[src/rtl/xfer_pkg.sv]
package xfer_pkg;

  localparam logic [2:0] MODE_SINGLE = 3'b100;
  localparam int         CB_USED     = 6;   // bytes of the control block actually read

  typedef enum logic [2:0] {
    ST_IDLE,
    ST_CB,
    ST_CHK,
    ST_SRD,
    ST_DWR,
    ST_WB,
    ST_FIN
  } state_e;

  // control byte, most significant field first
  typedef struct packed {
    logic [2:0] mode;
    logic       byte_sz;
    logic       src_keep;
    logic       dst_keep;
    logic       src_inc;
    logic       dst_inc;
  } ctl_t;

endpackage

[src/rtl/xfer_ctl_decode.sv]
module xfer_ctl_decode
  import xfer_pkg::*;
#(
  parameter int AW     = 16,
  parameter int CNT_W  = 8,
  parameter int LSB_W  = 3
) (
  input  ctl_t             ctl,
  input  logic [CNT_W-1:0] count,
  input  logic [AW-1:0]    src,
  input  logic [AW-1:0]    dst,
  input  logic [LSB_W-1:0] base_lo,
  output logic [1:0]       nbytes,
  output logic             fault
);

  logic bad_mode, bad_count, bad_align, bad_base;

  always_comb begin
    nbytes    = ctl.byte_sz ? 2'd1 : 2'd2;
    bad_mode  = (ctl.mode != MODE_SINGLE);
    bad_count = (count == '0);
    bad_align = !ctl.byte_sz && (src[0] || dst[0]);
    bad_base  = (base_lo != '0);
    fault     = bad_mode || bad_count || bad_align || bad_base;
  end

endmodule

[src/rtl/xfer_ptr_next.sv]
module xfer_ptr_next #(
  parameter int AW = 16
) (
  input  logic [AW-1:0] orig,
  input  logic [1:0]    step,
  input  logic          inc,
  input  logic          keep,
  output logic [AW-1:0] wb
);

  logic [AW-1:0] adv;

  assign adv = inc ? (orig + AW'(step)) : orig;
  assign wb  = keep ? adv : orig;

endmodule

[src/rtl/xfer_trig_latch.sv]
module xfer_trig_latch (
  input  logic clk,
  input  logic rst,
  input  logic trig,
  input  logic busy,
  output logic start,
  output logic pend_q
);

  assign start = !busy && (trig || pend_q);

  always_ff @(posedge clk) begin
    if (rst) begin
      pend_q <= 1'b0;
    end else if (start) begin
      pend_q <= 1'b0;
    end else if (trig) begin
      pend_q <= 1'b1;
    end
  end

endmodule

[src/rtl/single_xfer_engine.sv]
module single_xfer_engine
  import xfer_pkg::*;
#(
  parameter  int BYTE_W   = 8,
  parameter  int CB_BYTES = 8,
  localparam int AW       = 2 * BYTE_W
) (
  input  logic              clk,
  input  logic              rst,
  input  logic              trig,
  input  logic [AW-1:0]     cb_base,
  input  logic [BYTE_W-1:0] mem_rdata,
  output logic              mem_req,
  output logic              mem_we,
  output logic [AW-1:0]     mem_addr,
  output logic [BYTE_W-1:0] mem_wdata,
  output logic              done,
  output logic              err
);

  localparam int CB_LSB = $clog2(CB_BYTES);

  state_e            st_q;
  logic [2:0]        idx_q;
  logic [AW-1:0]     base_q;
  logic [BYTE_W-1:0] cbb_q  [CB_USED];
  logic [BYTE_W-1:0] dbuf_q [2];
  logic              done_q, err_q;

  logic              busy, start, pend_q, in_wb;
  ctl_t              ctl;
  logic [BYTE_W-1:0] count, cnt_m1;
  logic [AW-1:0]     src_ptr, dst_ptr;
  logic [1:0]        nb;
  logic              fault;
  logic [2:0]        wb_off;

  logic [AW-1:0]     ptr_orig [2];
  logic [AW-1:0]     ptr_wb   [2];
  logic              ptr_inc  [2];
  logic              ptr_keep [2];

  assign busy    = (st_q != ST_IDLE);
  assign in_wb   = (st_q == ST_WB);
  assign ctl     = ctl_t'(cbb_q[1]);
  assign count   = cbb_q[0];
  assign cnt_m1  = count - 1'b1;
  assign src_ptr = {cbb_q[3], cbb_q[2]};
  assign dst_ptr = {cbb_q[5], cbb_q[4]};

  assign ptr_orig[0] = src_ptr;
  assign ptr_orig[1] = dst_ptr;
  assign ptr_inc[0]  = ctl.src_inc;
  assign ptr_inc[1]  = ctl.dst_inc;
  assign ptr_keep[0] = ctl.src_keep;
  assign ptr_keep[1] = ctl.dst_keep;

  xfer_trig_latch u_trig (
    .clk    (clk),
    .rst    (rst),
    .trig   (trig),
    .busy   (busy),
    .start  (start),
    .pend_q (pend_q)
  );

  xfer_ctl_decode #(
    .AW    (AW),
    .CNT_W (BYTE_W),
    .LSB_W (CB_LSB)
  ) u_dec (
    .ctl     (ctl),
    .count   (count),
    .src     (src_ptr),
    .dst     (dst_ptr),
    .base_lo (base_q[CB_LSB-1:0]),
    .nbytes  (nb),
    .fault   (fault)
  );

  for (genvar p = 0; p < 2; p++) begin : g_ptr
    xfer_ptr_next #(.AW(AW)) u_ptr (
      .orig (ptr_orig[p]),
      .step (nb),
      .inc  (ptr_inc[p]),
      .keep (ptr_keep[p]),
      .wb   (ptr_wb[p])
    );
  end

  // memory port: decoded from registered state only
  always_comb begin
    mem_req   = 1'b0;
    mem_we    = 1'b0;
    mem_addr  = '0;
    mem_wdata = '0;
    wb_off    = 3'd0;
    case (st_q)
      ST_CB: begin
        if (idx_q < 3'(CB_USED)) begin
          mem_req  = 1'b1;
          mem_addr = base_q | AW'(idx_q);
        end
      end
      ST_SRD: begin
        if (idx_q < {1'b0, nb}) begin
          mem_req  = 1'b1;
          mem_addr = src_ptr + AW'(idx_q);
        end
      end
      ST_DWR: begin
        mem_req   = 1'b1;
        mem_we    = 1'b1;
        mem_addr  = dst_ptr + AW'(idx_q);
        mem_wdata = dbuf_q[idx_q[0]];
      end
      ST_WB: begin
        mem_req = 1'b1;
        mem_we  = 1'b1;
        case (idx_q)
          3'd0: begin wb_off = 3'd0; mem_wdata = cnt_m1;                    end
          3'd1: begin wb_off = 3'd2; mem_wdata = ptr_wb[0][BYTE_W-1:0];     end
          3'd2: begin wb_off = 3'd3; mem_wdata = ptr_wb[0][AW-1:BYTE_W];    end
          3'd3: begin wb_off = 3'd4; mem_wdata = ptr_wb[1][BYTE_W-1:0];     end
          default: begin wb_off = 3'd5; mem_wdata = ptr_wb[1][AW-1:BYTE_W]; end
        endcase
        mem_addr = base_q | AW'(wb_off);
      end
      default: ;
    endcase
  end

  always_ff @(posedge clk) begin
    if (rst) begin
      st_q   <= ST_IDLE;
      idx_q  <= '0;
      base_q <= '0;
      done_q <= 1'b0;
      err_q  <= 1'b0;
    end else begin
      done_q <= 1'b0;
      err_q  <= 1'b0;
      case (st_q)
        ST_IDLE: begin
          if (start) begin
            st_q   <= ST_CB;
            idx_q  <= '0;
            base_q <= cb_base;
          end
        end
        ST_CB: begin
          if (idx_q == 3'(CB_USED)) begin
            st_q  <= ST_CHK;
            idx_q <= '0;
          end else begin
            idx_q <= idx_q + 3'd1;
          end
        end
        ST_CHK: begin
          if (fault) begin
            err_q <= 1'b1;
            st_q  <= ST_IDLE;
          end else begin
            st_q  <= ST_SRD;
            idx_q <= '0;
          end
        end
        ST_SRD: begin
          if (idx_q == {1'b0, nb}) begin
            st_q  <= ST_DWR;
            idx_q <= '0;
          end else begin
            idx_q <= idx_q + 3'd1;
          end
        end
        ST_DWR: begin
          if (idx_q == {1'b0, 2'(nb - 2'd1)}) begin
            st_q  <= ST_WB;
            idx_q <= '0;
          end else begin
            idx_q <= idx_q + 3'd1;
          end
        end
        ST_WB: begin
          if (idx_q == 3'd4) begin
            st_q <= ST_FIN;
          end else begin
            idx_q <= idx_q + 3'd1;
          end
        end
        ST_FIN: begin
          done_q <= (cnt_m1 == '0);
          st_q   <= ST_IDLE;
        end
        default: st_q <= ST_IDLE;
      endcase
    end
  end

  // capture registers: no reset, plain register file
  always_ff @(posedge clk) begin
    if (st_q == ST_CB && idx_q != 3'd0) begin
      cbb_q[idx_q - 3'd1] <= mem_rdata;
    end
    if (st_q == ST_SRD && idx_q != 3'd0) begin
      dbuf_q[idx_q[1]] <= mem_rdata;
    end
  end

  assign done = done_q;
  assign err  = err_q;

endmodule

[config.mk]
export PLATFORM = sky130hd
export DESIGN_NAME = single_xfer_engine
export DESIGN_NICKNAME = d
export VERILOG_FILES = /design/src/rtl/xfer_pkg.sv /design/src/rtl/xfer_ctl_decode.sv /design/src/rtl/xfer_ptr_next.sv /design/src/rtl/xfer_trig_latch.sv /design/src/rtl/single_xfer_engine.sv
export SDC_FILE = /design/constraint.sdc
export NUM_CORES = 1
export LEC_CHECK = 0
export CAP_MARGIN = 20
export CORE_MARGIN = 4
export CORE_UTILIZATION = 43
export CTS_CLUSTER_DIAMETER = 100
export DETAILED_ROUTE_END_ITERATION = 7
export GPL_TIMING_DRIVEN = 0
export SLEW_MARGIN = 0
export SYNTH_ARGS = -nofsm -noshare
export SYNTH_HDL_FRONTEND = slang
export SYNTH_SLANG_ARGS = --single-unit
[constraint.sdc]
create_clock -name clk -period 3.9 [get_ports clk]
set_clock_uncertainty 0.05 [all_clocks]
set_input_delay 0.585 -clock clk [delete_from_list [all_inputs] [get_ports clk]]
set_output_delay 0.585 -clock clk [all_outputs]
set_load 0.02 [all_outputs]
==> Word-level counts from Yosys, hierarchy flattened <==
Memory sizes are Yosys's and may differ from the RTL's. A register that Yosys moved wholly into a read port is not among the register bits.
Cells that the tools add are included.
{ "word_totals": {"ff_bits": 25, "ramBits": 64, "in_bits": 27, "out_inout_bits": 28, "elab_cells": 106, "mem_count": 2} }
{ "mem_list": {"columns": ["memory", "depth", "width", "rd", "rd_clocked_by_memory_dff", "wr", "line", "rtl"], "rows": [
  ["cbb_q", 6, 8, 6, 0, 1, "single_xfer_engine.sv:26", "logic [BYTE_W-1:0] cbb_q [CB_USED];"],
  ["dbuf_q", 2, 8, 1, 1, 1, "single_xfer_engine.sv:27", "logic [BYTE_W-1:0] dbuf_q [2];"]
]} }
{ "op_classes": {"n_addsub": 8, "n_lt_le_gt_ge": 2, "eq_ne": 21, "mux": 37, "n_bitwise": 4, "reduce_logical": 26} }
{ "ops": {"columns": ["op", "n"], "rows": [
  ["two-way mux 16 bit", 6],
  ["one-hot mux 16 bit (4 select lines)", 1],
  ["two-way mux 3 bit", 12],
  ["one-hot mux 3 bit (6 select lines)", 2],
  ["adder 16 x 2 -> 16 bit", 2],
  ["adder 16 x 3 -> 16 bit", 2],
  ["OR 16 x 3 -> 16 bit", 2],
  ["one-hot mux 8 bit (4 select lines)", 1],
  ["logical NOT 8 bit", 2],
  ["one-hot mux 8 bit (2 select lines)", 1],
  ["== test 3 bit, second input constant", 5],
  ["== test 3 x 2 -> 1 bit, second input constant", 4],
  ["!= test 2 bit, second input constant", 6],
  ["one-hot mux 3 bit (4 select lines)", 1],
  ["two-way mux 1 bit", 10],
  ["nonzero test 3 bit", 3],
  ["OR reduction 2 bit", 4],
  ["subtractor 8 x 1 -> 8 bit, second input constant", 1],
  ["== test 3 x 1 -> 1 bit, second input constant", 2],
  ["== test 3 x 2 -> 1 bit", 2],
  ["logical NOT 3 bit", 2],
  ["nonzero test 6 bit", 1],
  ["logical OR 1 bit", 5],
  ["AND reduction 5 bit", 1],
  ["14 further kinds", 20]
]} }

==> Depth between registers and ports, before layout <==
Gate-level depths: netlist of the first run.
An unclocked memory read counts as a cell.
{ "depth": {"word_depth": 9, "mapped_depth": 8, "mapped_depth_nobuf": 8} }

==> Hierarchy <==
A second synthesis of the first run with hierarchy kept.
{ "hier_totals": {"hier_cells": 565, "hier_area_um2": 5650.4} }
{ "by_module_without_submodules": {"columns": ["mod", "n_inst", "cells_per_inst", "area_per_inst_um2", "seq_area_each_um2"], "rows": [
  ["single_xfer_engine", 1, 456, 4817.1, 2422.3],
  ["xfer_ptr_next at g_ptr[0].u_ptr", 1, 49, 369.1, 0.0],
  ["xfer_ptr_next at g_ptr[1].u_ptr", 1, 47, 359.1, 0.0],
  ["xfer_ctl_decode", 1, 9, 65.1, 0.0],
  ["xfer_trig_latch", 1, 4, 40.0, 20.0]
]} }

==> Least setup slack after synthesis of the first run <==
Ideal clock, no wire load.
{ "synth_path": {"kind": "register -> output", "startpoint": "memory cbb_q[1][4]", "endpoint": "output mem_wdata[2]", "t_arrival_ns": 2.677, "t_required_ns": 3.265, "path_slack_ns": 0.588, "path_stages_with_launch": 9, "n_path_buf": 0, "cell_sequence": "edfxtp_1 -> ha_1 -> inv_1 -> fa_1 -> nand4b_1 -> or4_1 -> xnor2_1 -> a211oi_1 -> o32ai_1"} }
{ "synth_rtl": {"columns": ["item", "line", "rtl"], "rows": [
  ["start: declaration", "single_xfer_engine.sv:26", null],
  ["end: declaration", "single_xfer_engine.sv:16", "output logic [BYTE_W-1:0] mem_wdata,"]
]} }

==> results of run 1 <==
## worst paths after layout
check,start,end
hold reg to reg,base_q[10],base_q[10]
setup / recovery,cbb_q[1][4],mem_wdata[6]
setup reg to reg,idx_q[1],cbb_q[4][3]
hold / removal,base_q[10],base_q[10]
## timing repair
| action | CTS | global route |
|---|---|---|
| setup buffers | 6 | 4 |
| endpoints found under the setup margin | 13 | 17 |
| pin swaps | 0 | 0 |
| resized for setup | 13 | 32 |
## placed cells by master (no fill, tap or decap), drive strengths merged, types with 5 or more instances in the layout
cell type / n
nand2: 79
edfxtp: 64
clkdlybuf4s50: 45
a21oi: 36
nor2: 32
nor3: 30
buf: 30
dfxtp: 26
inv: 25
xnor2: 24
xor2: 23
clkbuf: 23
ha: 20
o21ai: 19
nand3: 12
nor4: 11
nor2b: 10
nand4: 10
o31ai: 9
mux2i: 8
a221o: 8
or4: 8
o221ai: 7
a31oi: 7
dlymetal6s2s: 6
or3: 5
o211ai: 5
a221oi: 5
## layer usage
layer	wire length [um]	GRT usage (%)
met1	8053	33.31
met2	8304	38.99
met3	1051	3.594
met4	328	8.118
met5	0	0
## layout make-up
type                       count  area share, %
tap                          172          3.130
buffer                        27          1.910
multi-input combinational    438          44.67
timing repair buffer          68          9.352
clock inverter                 7         0.7642
clock buffer                   9          3.275
inverter                      23          1.310
sequential                    90          35.59
## where the power goes
group | switching, W | internal (W)
logic | 0.000814 | 0.000464
clock network | 0.000385 | 0.000437
registers | 0.0000925 | 0.00111
total | 0.00129 | 0.00201
## stage by stage
stage / area [um2] / util, % / setup TNS (ns) / power [W]
final: 6877 / 54.05 / 0 / 0.003304
after global routing: 6877 / 54.05 / -0.1008 / 0.003473
after CTS: 6764 / 53.17 / -0.2477 / 0.003284
after detailed placement: 6419 / 50.45 / -0.5245 / 0.002446
after global placement: 6401 / 50.31 / -0.3996 / 0.002429
after floorplan: 5645 / - / 0 / 0.001991
## cell families after synthesis
| group | share of synthesized area (%) |
|---|---|
| mux | 2.017 |
| xor+xnor | 7.292 |
| compound gates | 16.71 |
| fa+ha+maj | 5.851 |
| buf+inv | 3.901 |
| simple gates | 20.97 |
| flops | 43.26 |
## flip-flops by register name, indices dropped and copies added (netlist names), named ones only
signal	cells
dbuf_q	16
base_q	16
err	1
st_q	3
idx_q	3
done	1
u_trig.pend_q	1
cbb_q	48
## critical path: cells and delay by family, from the launching register on
family | cells | cell delay [ns]
AOI/OAI and AO/OA | 3 | 0.71
adders and majority gates | 2 | 0.59
buffers and inverters | 3 | 0.45
DFF | 1 | 0.46
and+or+nand+nor | 2 | 0.67
==> results.yml, run 1 <==
cts:
  cts.root.buffer_cell: "clkbuf_16"
  cts_tree: "done"
  cts_max_path_bufs: 2
  htree_num_levels: 3
  total_cts_buffers: 9
  clkTransAtPathRegs_ns: 0.07
  cts-hold-fix-buffers: 0
  clk-insertion-delay-late_ns: 0.35
  clkSinkCount: 90
hold_path:
  holdPathStages: 2
  min-delay-path-class: "reg -> reg"
detailed_routing:
  number_of_remaining_drc_errors: 0
  drt_iter0_markers: 430
  route.detailed.vias_per_inst: 5.793
  routed_wire_length_per_instance_um: 21.27
  via_count: 4831
  first_pass_iters: 5
  drt_wl_total_mm: 17.74
  ant_nets: 0
global_routing:
  global_route.overflow_total: 0
  grt_antenna_before_repair: 0
  maximum_number_of_pins_on_one_net_before_global_route_repair: 17
  grt_pass1_vias: 4543
  grt_first_pass_wirelength_mm: 26.64
  gr-usage-all-layers_pct: 24.14
run_status:
  status: "complete, no violations"
finish:
  num-fill-cells: 1206
  area_growth_syn_to_layout_pct: 21.81
  final_nets: 708
  proportion_of_layout_cells_with_a_drive_suffix_above_1_pct: 13.14
  num_antenna_cells: 0
  seqCellArea_um2: 2447
  instances_no_fill: 834
  multi_input_logic_area_um2: 3072
timing:
  fmax_mhz: 260.0
  setup_ws_ns: 0.05448
  finalSetupViolations: 0
  layout_worst_path_cycle_share_pct: 98.60
  worst_slew_pin_tran_ns: 0.7989
  slew_viol_final: 0
  final.hold.worst_slack_ns: 0.4160
  grt_setup_unrepaired: "yes"
  report.final.hold_viol_count: 0
  timing.max_slew.rel_slack_pct: 46.54
  min_period_ns: 3.846
placement:
  dpl.hpwl_mm: 13.90
  place.detailed.instances: 808
  dp_worst_setup_slack_ns: -0.2014
  io_buffer_count: 54
  gpl.final_weighted_congestion: 0.9402
critical_path:
  crit_path_max_incr_delay_ns: 0.46
  reg2regPathDepth: 7
  crit_fanout: 5
  timing.critical_path.to_type: "primary output"
  crit_type: "reg -> out"
  crit_slowest_cell: "edfxtp_1"
  cp_data_arrival_time_ns: 3.21
  critPathRequiredTime_ns: 3.26
  timing.reg2reg.setup_slack_ns: 1.18
  timing.critical_path.cells: "ha_2 -> inv_1 -> fa_1 -> nand3b_1 -> buf_4 -> or3_1 -> o31a_1 -> o31ai_2 -> a32oi_2 -> clkbuf_2"
  timing.critical_path.from_type: "flip-flop"
synth:
  yosys_register_bits: 90
  synth.area.top_cells: "edfxtp_1, dfxtp_1, nand2_1, ha_1, xnor2_1"
  ys_dominant_reg_cell: "edfxtp_1"
  synth_largest_area_cell: "edfxtp_1"
  synth.most_common_cell: "nand2_1"
  netlist-cell-type-count: 75
  synthTopCellsByCount: "nand2_1, edfxtp_1, a21oi_1, nor2_1, nor3_1"
  synth_area_per_cell_um2: 9.750
  asyncSetResetFlopFracSynth_pct: 0
  yosysTopAreaCellShare_pct: 34.04
  synth_net_count: 630
  number_of_enable_flip_flop_cells_after_synthesis: 64
  yosysSeqAreaShare_pct: 43.26
  synthesis.area_um2: 5645
  syn_inst: 579
  synthesis.yosys.warnings: 0
power:
  worst_ir_drop_vdd_uv: 257.0
  power_density_nw_per_um2: 480.5
  leakagePower_nw: 2.445
floorplan:
  floorplan.die_area_um2: 15030
  initial_core_util_pct: 44.37
  dieHeight_um: 122.6
  i_o_pin_total: 55
  core_region_area_um2: 12720
  fp-row-count: 41
  die_w_um: 122.6
flow_run:
  cap_viol_max_count: 0
No activity file was read; power rests on OpenSTA's default activity.
==> run 2: changes to the inputs <==
CTS_BUF_LIST = sky130_fd_sc_hd__clkbuf_16   (was not set)
==> results of run 2 <==
The final DEF is identical to that of run 1; final timing and power are the same.
